<file path="src/rtl/fab_pkg.sv">
package fab_pkg;

    localparam int unsigned WordW = 32;

    typedef enum logic [1:0] {
        ST_IDLE = 2'd0,
        ST_RUN  = 2'd1,
        ST_HALT = 2'd2
    } fab_state_e;

    typedef struct packed {
        logic             err;
        logic [WordW-1:0] data;
    } fab_word_t;

endpackage

</file>
<file path="src/rtl/fab_bus_track.sv">
module fab_bus_track #(
    parameter int unsigned MaxOutstanding = 4,
    parameter int unsigned CntW           = $clog2(MaxOutstanding + 1)
) (
    input  logic            clk_i,
    input  logic            rst_ni,
    input  logic            issue_i,
    input  logic            resp_i,
    input  logic            flush_i,
    output logic [CntW-1:0] outst_o,
    output logic [CntW-1:0] live_o,
    output logic            keep_o
);
    logic [CntW-1:0] outst_q, outst_d;
    logic [CntW-1:0] drop_q, drop_d;

    always_comb begin
        outst_d = outst_q + CntW'(issue_i) - CntW'(resp_i);
        drop_d  = drop_q;
        if (flush_i) begin
            drop_d = outst_d;
        end else if (resp_i && (drop_q != '0)) begin
            drop_d = drop_q - 1'b1;
        end
    end

    always_ff @(posedge clk_i or negedge rst_ni) begin
        if (!rst_ni) begin
            outst_q <= '0;
            drop_q  <= '0;
        end else begin
            outst_q <= outst_d;
            drop_q  <= drop_d;
        end
    end

    assign outst_o = outst_q;
    assign live_o  = outst_q - drop_q;
    assign keep_o  = resp_i && !flush_i && (drop_q == '0);

endmodule

</file>
<file path="src/rtl/fab_fill_buf.sv">
module fab_fill_buf import fab_pkg::*; #(
    parameter int unsigned Depth = 2,
    parameter int unsigned CntW  = $clog2(Depth + 1)
) (
    input  logic            clk_i,
    input  logic            rst_ni,
    input  logic            flush_i,
    input  logic            push_i,
    input  fab_word_t       push_word_i,
    input  logic            pop_i,
    output fab_word_t       head_o,
    output fab_word_t       next_o,
    output logic [CntW-1:0] count_o
);
    localparam logic [CntW-1:0] DepthC = CntW'(Depth);

    fab_word_t       slot_q [Depth];
    fab_word_t       slot_d [Depth];
    logic [CntW-1:0] cnt_q, cnt_d;

    always_comb begin
        for (int i = 0; i < Depth; i++) begin
            slot_d[i] = slot_q[i];
        end
        cnt_d = cnt_q;
        if (flush_i) begin
            cnt_d = '0;
        end else begin
            if (pop_i && (cnt_q != '0)) begin
                for (int i = 0; i < Depth - 1; i++) begin
                    slot_d[i] = slot_q[i + 1];
                end
                cnt_d = cnt_q - 1'b1;
            end
            if (push_i && (cnt_d < DepthC)) begin
                for (int i = 0; i < Depth; i++) begin
                    if (CntW'(i) == cnt_d) begin
                        slot_d[i] = push_word_i;
                    end
                end
                cnt_d = cnt_d + 1'b1;
            end
        end
    end

    generate
        for (genvar g = 0; g < Depth; g++) begin : g_slot
            always_ff @(posedge clk_i or negedge rst_ni) begin
                if (!rst_ni) begin
                    slot_q[g] <= '0;
                end else begin
                    slot_q[g] <= slot_d[g];
                end
            end
        end
    endgenerate

    always_ff @(posedge clk_i or negedge rst_ni) begin
        if (!rst_ni) begin
            cnt_q <= '0;
        end else begin
            cnt_q <= cnt_d;
        end
    end

    assign head_o  = slot_q[0];
    assign next_o  = slot_q[1];
    assign count_o = cnt_q;

endmodule

</file>
<file path="src/rtl/fab_align.sv">
module fab_align import fab_pkg::*; #(
    parameter int unsigned CntW = 2
) (
    input  fab_word_t        head_i,
    input  fab_word_t        next_i,
    input  logic [CntW-1:0]  fill_i,
    input  logic             off_i,
    output logic             valid_o,
    output logic [WordW-1:0] instr_o,
    output logic             err_o,
    output logic             plus2_o,
    output logic             big_o,
    output logic             pop_o
);
    logic [15:0] lo;
    logic        have0, have1;
    logic        unused_next_hi;

    assign lo             = off_i ? head_i.data[31:16] : head_i.data[15:0];
    assign big_o          = (lo[1:0] == 2'b11);
    assign have0          = (fill_i != '0);
    assign have1          = (fill_i >= CntW'(2));
    assign unused_next_hi = ^next_i.data[31:16];

    always_comb begin
        valid_o = have0;
        instr_o = {16'h0000, lo};
        err_o   = head_i.err;
        plus2_o = 1'b0;
        pop_o   = 1'b1;
        unique case ({off_i, big_o})
            2'b00: begin
                pop_o = 1'b0;
            end
            2'b01: begin
                instr_o = head_i.data;
            end
            2'b10: begin
                instr_o = {16'h0000, lo};
            end
            2'b11: begin
                if (!head_i.err) begin
                    valid_o = have1;
                    instr_o = {next_i.data[15:0], lo};
                    err_o   = next_i.err;
                    plus2_o = next_i.err;
                end
            end
        endcase
    end

endmodule

</file>
<file path="src/rtl/fetch_align_buf.sv">
module fetch_align_buf import fab_pkg::*; #(
    parameter int unsigned FillDepth      = 2,
    parameter int unsigned MaxOutstanding = 4
) (
    input  logic             clk_i,
    input  logic             rst_ni,
    input  logic             branch_i,
    input  logic [WordW-1:0] branch_addr_i,
    input  logic             ready_i,
    output logic             valid_o,
    output logic [WordW-1:0] rdata_o,
    output logic [WordW-1:0] addr_o,
    output logic             err_o,
    output logic             err_plus2_o,
    output logic             bus_req_o,
    output logic [WordW-1:0] bus_addr_o,
    input  logic             bus_gnt_i,
    input  logic             bus_rvalid_i,
    input  logic [WordW-1:0] bus_rdata_i,
    input  logic             bus_err_i
);
    localparam int unsigned FillCntW = $clog2(FillDepth + 1);
    localparam int unsigned OutCntW  = $clog2(MaxOutstanding + 1);
    localparam int unsigned SumW     = ((OutCntW > FillCntW) ? OutCntW : FillCntW) + 1;

    fab_state_e          state_q, state_d;
    logic [WordW-1:0]    pc_q, pc_d, faddr_q, faddr_d;
    logic                run, accept, err_taken, flush, issue, room, push, pop;
    logic [OutCntW-1:0]  outst_cnt, live_cnt;
    logic                resp_keep;
    logic [FillCntW-1:0] fill_cnt;
    fab_word_t           head_w, next_w, in_w;
    logic                al_valid, al_err, al_plus2, al_big, al_pop;
    logic [WordW-1:0]    al_instr;
    logic [SumW-1:0]     used;
    logic                unused_addr_lsb;

    assign unused_addr_lsb = branch_addr_i[0];

    fab_bus_track #(
        .MaxOutstanding(MaxOutstanding),
        .CntW          (OutCntW)
    ) u_track (
        .clk_i  (clk_i),
        .rst_ni (rst_ni),
        .issue_i(issue),
        .resp_i (bus_rvalid_i),
        .flush_i(flush),
        .outst_o(outst_cnt),
        .live_o (live_cnt),
        .keep_o (resp_keep)
    );

    assign in_w.err  = bus_err_i;
    assign in_w.data = bus_rdata_i;

    fab_fill_buf #(
        .Depth(FillDepth),
        .CntW (FillCntW)
    ) u_fill (
        .clk_i      (clk_i),
        .rst_ni     (rst_ni),
        .flush_i    (flush),
        .push_i     (push),
        .push_word_i(in_w),
        .pop_i      (pop),
        .head_o     (head_w),
        .next_o     (next_w),
        .count_o    (fill_cnt)
    );

    fab_align #(
        .CntW(FillCntW)
    ) u_align (
        .head_i (head_w),
        .next_i (next_w),
        .fill_i (fill_cnt),
        .off_i  (pc_q[1]),
        .valid_o(al_valid),
        .instr_o(al_instr),
        .err_o  (al_err),
        .plus2_o(al_plus2),
        .big_o  (al_big),
        .pop_o  (al_pop)
    );

    assign run         = (state_q == ST_RUN);
    assign valid_o     = run && al_valid;
    assign rdata_o     = al_instr;
    assign addr_o      = pc_q;
    assign err_o       = al_err;
    assign err_plus2_o = al_plus2;
    assign bus_addr_o  = faddr_q;

    assign accept    = valid_o && ready_i && !branch_i;
    assign err_taken = accept && al_err;
    assign flush     = branch_i || err_taken;
    assign issue     = bus_req_o && bus_gnt_i;
    assign used      = SumW'(live_cnt) + SumW'(fill_cnt);
    assign room      = (used < SumW'(FillDepth));

    // State register
    always_ff @(posedge clk_i or negedge rst_ni) begin
        if (!rst_ni) begin
            state_q <= ST_IDLE;
        end else begin
            state_q <= state_d;
        end
    end

    // Next state
    always_comb begin
        state_d = state_q;
        unique case (state_q)
            ST_IDLE: if (branch_i) state_d = ST_RUN;
            ST_RUN: begin
                if (branch_i) begin
                    state_d = ST_RUN;
                end else if (err_taken) begin
                    state_d = ST_HALT;
                end
            end
            ST_HALT: if (branch_i) state_d = ST_RUN;
            default: state_d = ST_IDLE;
        endcase
    end

    // Outputs and datapath control
    always_comb begin
        bus_req_o = run && room && (outst_cnt < OutCntW'(MaxOutstanding));
        push      = run && resp_keep;
        pop       = accept && !al_err && al_pop;
        pc_d      = pc_q;
        faddr_d   = faddr_q;
        if (branch_i) begin
            pc_d    = {branch_addr_i[WordW-1:1], 1'b0};
            faddr_d = {branch_addr_i[WordW-1:2], 2'b00};
        end else begin
            if (accept && !al_err) begin
                pc_d = pc_q + (al_big ? 32'd4 : 32'd2);
            end
            if (issue) begin
                faddr_d = faddr_q + 32'd4;
            end
        end
    end

    always_ff @(posedge clk_i or negedge rst_ni) begin
        if (!rst_ni) begin
            pc_q    <= '0;
            faddr_q <= '0;
        end else begin
            pc_q    <= pc_d;
            faddr_q <= faddr_d;
        end
    end

endmodule

</file>
<file path="config.mk">
export PLATFORM = sky130hd
export DESIGN_NAME = fetch_align_buf
export DESIGN_NICKNAME = d
export VERILOG_FILES = /design/src/rtl/fab_pkg.sv /design/src/rtl/fab_bus_track.sv /design/src/rtl/fab_fill_buf.sv /design/src/rtl/fab_align.sv /design/src/rtl/fetch_align_buf.sv
export SDC_FILE = /design/constraint.sdc
export NUM_CORES = 1
export LEC_CHECK = 0
export BUFFER_PORTS_ARGS = -buffer_cell sky130_fd_sc_hd__buf_4
export CAP_MARGIN = 20
export CELL_PAD_IN_SITES_DETAIL_PLACEMENT = 0
export CELL_PAD_IN_SITES_GLOBAL_PLACEMENT = 2
export CORE_ASPECT_RATIO = 2
export CORE_MARGIN = 2
export CORE_UTILIZATION = 35
export DETAILED_ROUTE_END_ITERATION = 6
export GPL_ROUTABILITY_DRIVEN = 0
export PLACE_DENSITY = 0.82
export SLEW_MARGIN = 5
export SYNTH_ARGS = -nofsm -noshare
export SYNTH_HDL_FRONTEND = slang
export SYNTH_HIERARCHICAL = 1
export SYNTH_SLANG_ARGS = --single-unit
</file>
<file path="constraint.sdc">
create_clock -name clk_i -period 4.8 [get_ports clk_i]
set_input_delay 0.24 -clock clk_i [delete_from_list [all_inputs] [get_ports clk_i]]
set_output_delay 0.24 -clock clk_i [all_outputs]
set_load 0.03 [all_outputs]
</file>
; Word-level counts from Yosys, hierarchy flattened
; Cells that the tools add are included.
[totals]
mem_bits_rw = 0
rom_bits = 0
mem_count = 0
register_bits = 140
output_inout_bits = 100
word_cells = 92
latch_bits = 0
[op_classes]
n_eq_ne = 8
n_div = 0
add_sub_neg = 9
n_lt_le_gt_ge = 4
reduce_logical = 31
n_mul = 0
muxes = 29
n_shift = 0
bitwise = 1
[ops]
columns = op, n
row1 = $mux 32, 5
row2 = $mux 33, 3
row3 = $mux 66, 1
row4 = $pmux 32 s2, 1
row5 = $add 32x3->32, 1
row6 = $add 32x3->32 const B, 1
row7 = $mux 16, 1
row8 = $logic_and 1x1->1, 15
row9 = $mux 2, 7
row10 = $mux 3, 3
row11 = $reduce_bool 2->1, 4
row12 = $mux 1, 7
row13 = $eq 2x2->1 const B, 3
row14 = $logic_not 2->1, 3
row15 = $add 3x2->4, 1
row16 = $eq 2x1->1 const B, 2
row17 = $lt 4x2->1 const B, 1
row18 = $pmux 2 s2, 1
row19 = $add 3x1->3, 1
row20 = $logic_not 1->1, 3
row21 = $logic_not 3->1, 1
row22 = $lt 3x3->1 const B, 1
row23 = $ne 3x2->1 const B, 1
row24 = $reduce_and 3->1, 1
row25 = 14 further kinds, 14

; Depth between registers and ports, before layout
[logic_depth]
ltp_word = 16
depth_mapped = 19
depth_no_buf = 13

; Cells and area by module
; The synthesis kept the hierarchy.
[by_module_without_submodules]
columns = module, instances, cells_per_inst, area_each_um2, seq_area_each_um2
row1 = fetch_align_buf, 1, 398, 3733.6, 1576.5
row2 = fab_fill_buf, 1, 205, 2909.0, 1701.6
row3 = fab_align, 1, 46, 427.9, 0.0
row4 = fab_bus_track, 1, 41, 411.6, 150.1

; Worst setup path after synthesis
; Ideal clock, no wire load.
[synth_timing]
path_type = register -> register
from = reg pc_q[1] (netlist: addr_o[1])
to = reg u_fill.slot_q, in the netlist u_fill/head_o[10]
arrival_ns = 3.534
path_stages_with_launch = 15
synth_period_minus_slack_ns = 3.601
setup_ns = 0.066
setup_slack_ns = 1.199
path_cell_list = dfrtp_1 buf_6 buf_2 a41o_1 nand3_1 o21ai_0 clkbuf_1 nor3b_1 and2_1 nand2_1 o21ai_1 nand2b_1 buf_1 clkbuf_1 a221o_1
[synth_rtl]
columns = element, line
row1 = "start, declared", fetch_align_buf.sv:27  ; logic [WordW-1:0] pc_q, pc_d, faddr_q, faddr_d;
row2 = "start signal, assigned", fetch_align_buf.sv:153  ; pc_q <= pc_d;
row3 = $mux 16, fab_align.sv:19  ; assign lo = off_i ? head_i.data[31:16] : head_i.data[15:0];
row4 = $eq 2x2->1, fab_align.sv:20  ; assign big_o = (lo[1:0] == 2'b11);
row5 = $eq 2x2->1 *, fab_align.sv:31  ; unique case ({off_i, big_o})
row6 = $mux 1 *, fab_align.sv:31
row7 = named net err_o, fetch_align_buf.sv:13  ; output logic err_o,
row8 = $logic_and 1x1->1 *, fetch_align_buf.sv:96  ; assign err_taken = accept && al_err;
row9 = $logic_or 1x1->1 *, fetch_align_buf.sv:97  ; assign flush = branch_i || err_taken;
row10 = named net flush, fetch_align_buf.sv:28  ; logic run, accept, err_taken, flush, issue, room, push, pop;
row11 = $logic_not 1->1 *, fab_bus_track.sv:39  ; assign keep_o = resp_i && !flush_i && (drop_q == '0);
row12 = $logic_and 1x1->1 * (2 in series), fab_bus_track.sv:39
row13 = named net resp_keep, fetch_align_buf.sv:30  ; logic resp_keep;
row14 = $logic_and 1x1->1 *, fetch_align_buf.sv:131  ; push = run && resp_keep;
row15 = named net push, fetch_align_buf.sv:28
row16 = $logic_and 1x1->1 *, fab_fill_buf.sv:35  ; if (push_i && (cnt_d < DepthC)) begin
row17 = $mux 66 *, fab_fill_buf.sv:35
row18 = "end signal, assigned by index", fab_fill_buf.sv:52  ; slot_q[g] <= slot_d[g];
row19 = "end, declared", fab_fill_buf.sv:17  ; fab_word_t slot_q [Depth];
; Mark *: on every way through the listed nets, which the timed path passes. The rest lies on a longest branch. The select of a mux whose other input is x is not followed.
; A chain may end at the register's enable or synchronous reset.

; Worst setup path after layout
[layout_timing]
from = reg pc_q[1] (netlist: addr_o[1])
to = reg u_fill.slot_q, in the netlist u_fill/head_o[5]
[layout_between]
elab_chain_cells = 15
[layout_rtl]
columns = element, line
row1 = $mux 16, fab_align.sv:19
row2 = $eq 2x2->1, fab_align.sv:20
row3 = $eq 2x2->1 *, fab_align.sv:31
row4 = $mux 1 *, fab_align.sv:31
row5 = named net al_valid, fetch_align_buf.sv:33  ; logic al_valid, al_err, al_plus2, al_big, al_pop;
row6 = $logic_and 1x1->1 *, fetch_align_buf.sv:88  ; assign valid_o = run && al_valid;
row7 = $logic_and 1x1->1 * (2 in series), fetch_align_buf.sv:95  ; assign accept = valid_o && ready_i && !branch_i;
row8 = $logic_and 1x1->1 * (2 in series), fetch_align_buf.sv:132  ; pop = accept && !al_err && al_pop;
row9 = named net pop, fetch_align_buf.sv:28
row10 = $logic_and 1x1->1 *, fab_fill_buf.sv:29  ; if (pop_i && (cnt_q != '0)) begin
row11 = $mux 2, fab_fill_buf.sv:29
row12 = $mux 2, fab_fill_buf.sv:26  ; if (flush_i) begin
row13 = $lt 2x2->1 or $logic_not 2->1 (tied branches), "fab_fill_buf.sv:35, fab_fill_buf.sv:37"
row14 = $logic_and 1x1->1 or $mux 33 (tied branches), "fab_fill_buf.sv:35, fab_fill_buf.sv:37"
row15 = $mux 66 *, fab_fill_buf.sv:35
; Marked as above.

==> impl_metrics.tcl <==
set metrics [dict create \
    r2r-start "addr_o[1]" \
    tightest_slew_ps 907.9 \
    htreeDepth 4 \
    die_h_um 210.8 \
    drv_cap 0 \
    min-delay-start "branch_addr_i[1]" \
    min_path_cells 3 \
    synth-xor-area-share_pct 4.916 \
    pin_count 171 \
    crit_path_max_incr_delay_ps 670 \
    wire_per_inst_um 19.97 \
    drive_gt1_share_pct 32.41 \
    synthCells 690 \
    syn2layout_area_growth_pct 27.61 \
    diodes 0 \
    antenna_found_initial 0 \
    setup_viol 0 \
    synth_top_area_share_pct 45.82 \
    vdd_ir_drop_max_mv 0.3196 \
    slew_headroom_pct 39.48 \
    ys_seq_area_share_pct 45.82 \
    drc 0 \
    finClkSkew_ps 6.561 \
    combPwrFrac_pct 33.7 \
    cts_made_buffers 17 \
    critPathSlowestCell "dfrtp_1" \
    synth_top_family_by_area "simple AND/OR/NAND/NOR gates" \
    p_sw_share_pct 35.49 \
    cp_max_fo 33 \
    routed_wl_mm 22.62 \
    crit_top_cell "buf_4" \
    r2r.worst_path.cells 13 \
    clkSlewWorstSetupHoldPaths_ps 60 \
    cellInternalPower_uw 2889 \
    die-area_mm2 0.02263 \
    grtUsageTotal_pct 20.15 \
    synthArstFlopShare_pct 100.0 \
    synth-edff-count 0 \
    cellLeakagePower_uw 0.004282 \
    place_ws_ps 891.5 \
    postRouteAntennaNets 0 \
    io_buffers 166 \
    min_period_ps 3923 \
    p_switching_uw 1590 \
    crit_type "register to register" \
    synth-main-ff-cell "dfrtp_1" \
    layout_common_cells "buf_4, dfrtp_1, mux2_2, and2_1, a221o_1" \
    via_per_inst 5.458 \
    synth_compound_area_share_pct 13.83 \
    cp_top_family "simple AND/OR/NAND/NOR gates" \
    grt_first_pass_wirelength_mm 35.27 \
    grt-ovfl-total 0 \
    cp.required_ps 5150 \
    dp_hpwl_mm 16.50 \
    max_freq_mhz 254.9 \
    setup_ws_ps 877.0 \
    synth_area_leaders "dfrtp_1, mux2_2, a221o_1" \
    hold_end "addr_o[1]" \
    rsz0062_at_grt "no" \
    die_x_um 107.4 \
    core_mm2 0.02102 \
    cp-end-kind "register" \
    powerDensity_mw_per_mm2 469.1 \
    num_vias 6184 \
    seqPwrFrac_pct 36.0 \
    start_util_pct 35.60 \
    synthAdderAreaFrac_pct 3.077 \
    final_common_cell "buf_4" \
    path_buf_inv 3 \
    yosysWarnings 6 \
    first_pass_iters 6 \
    synth_mux_area_share_pct 10.33 \
    reg2reg_to "u_fill/head_o[5]" \
    ys_ff_latch 137 \
    start_kind "register" \
    syn-mean-instance-area_um2 10.84 \
    syn_area_mm2 0.007482 \
    worstPathCellList "and4b_1 -> buf_4 -> o21bai_1 -> and3b_1 -> and3_1 -> nand2b_1 -> mux2i_4 -> inv_1 -> ha_1 -> a311oi_2 -> buf_4 -> and2_1 -> a221o_1" \
    clock_sink_count 137 \
    yosys.area.top_type "dfrtp_1" \
    clockBufferDepth 2 \
    grt_pass1_vias 6552 \
    min_path_type "input port to register" \
    cts_setup_buffers 0 \
    fin_setup_tns_ps 0 \
    cts_tree "built" \
    finalHoldViolations 0 \
    fin_nets 938 \
    pwr-share-clk_pct 30.3 \
    grt_max_degree 93 \
    cp.arrival_ps 4270 \
    root_buffer "clkbuf_16" \
    status "finished clean" \
    ff2ff_setup_slack_ps 880 \
    synth_cell_types 61 \
    fin_crit_sh_pct 81.73 \
    fp-row-count 75 \
    maxSlewViolCount 0 \
    fin_util_pct 45.42 \
    drtIter0Drc 216 \
    yosys.area_share.simple_pct 17.54 \
    clk_latency_ps 420 \
]
[stage by stage]
step           cells  area, µm²  power (µW)  hold slack [ps]
6_report        1133       9548        4479            42.95
5_1_grt         1133       9548        4716            45.48
4_1_cts         1133       9548        4525            30.83
3_5_place_dp    1100       8939        3146            382.2
3_3_place_gp    1100       8939        3096            368.4
2_1_floorplan    692       7490        2587           -55.59
[area by class of cell]
type | instances | area [µm²]
clock buffer | 24 | 481.7
clock inverter | 8 | 117.6
fill | 2047 | 11470
inverter | 24 | 90.09
multi-input combinational | 491 | 3736
sequential | 137 | 3428
tap | 269 | 336.6
timing repair buffer | 180 | 1358
[routing by layer]
metal / up-vias / global-route usage [%] / part of all wire (%)
li1: 2855 / - / -
met1: 3108 / 21.38 / 38
met2: 190 / 37.45 / 54
met3: 31 / 4.381 / 5.4
met4: 0 / 8.842 / 2.9
met5: - / 0 / 0
[power by group through the flow]
| stage | Clock (µW) | Sequential (µW) | Combinational [µW] |
|---|---|---|---|
| floorplan | 0 | 1670 | 919 |
| global placement | 0 | 1620 | 1480 |
| detailed placement | 0 | 1630 | 1520 |
| CTS | 1390 | 1610 | 1520 |
| global route | 1430 | 1650 | 1640 |
| finish | 1360 | 1610 | 1510 |
[worst max path at each step]
stage,from,to,slack [ps],cells after the start
after detailed placement,addr_o[1],u_fill/head_o[29],890,13
final,addr_o[1],u_fill/head_o[5],880,13
after CTS,addr_o[1],u_fill/head_o[5],860,13
after global routing,addr_o[1],u_fill/head_o[10],650,13
after floorplan,addr_o[1],u_fill/head_o[10],1200,14
after global placement,addr_o[1],u_fill/next_o[10],1060,13
[tightest hold or removal path: stages]
cell and delay, ps:
buf_4 80, nand2_1 40, o21ai_0 60
[timing repair]
action,in CTS,in global routing
hold endpoints to repair,91,0
resized for setup,0,0
hold buffers,1,0
[cells in the mapped netlist (4+ instances only)]
master,count
a21boi_0,6
a21oi_1,21
a221o_1,33
a22o_1,16
a31oi_1,16
and2_1,44
and3_1,13
buf_1,6
buf_6,10
clkbuf_1,17
dfrtp_1,137
fa_1,4
ha_1,12
inv_1,23
mux2_1,4
mux2_2,60
nand2_1,29
nand2b_1,12
nand3_1,22
nand4_1,21
nor2_1,28
nor2b_1,4
nor3_1,13
nor4_1,9
o21ai_0,14
o31a_1,9
o31ai_1,4
or3_1,10
or4_1,6
xnor2_1,32
xor2_1,10
[cells by family after synthesis]
family	count (synthesis)
adder cells (fa/ha/maj)	16
multiplexers	68
flip-flops	137
XOR/XNOR	42
buffers and inverters	64
AO/OA/AOI/OAI	134
AND/OR/NAND/NOR	228
other	1
[flip-flops by register name, indices dropped and copies added (netlist names)]
name             cells
addr_o              31
bus_addr_o          30
state_q              2
u_fill/count_o       2
u_fill/head_o       33
u_fill/next_o       33
u_track/drop_q       3
u_track/outst_o      3
Power figures use the tool's default switching activity.
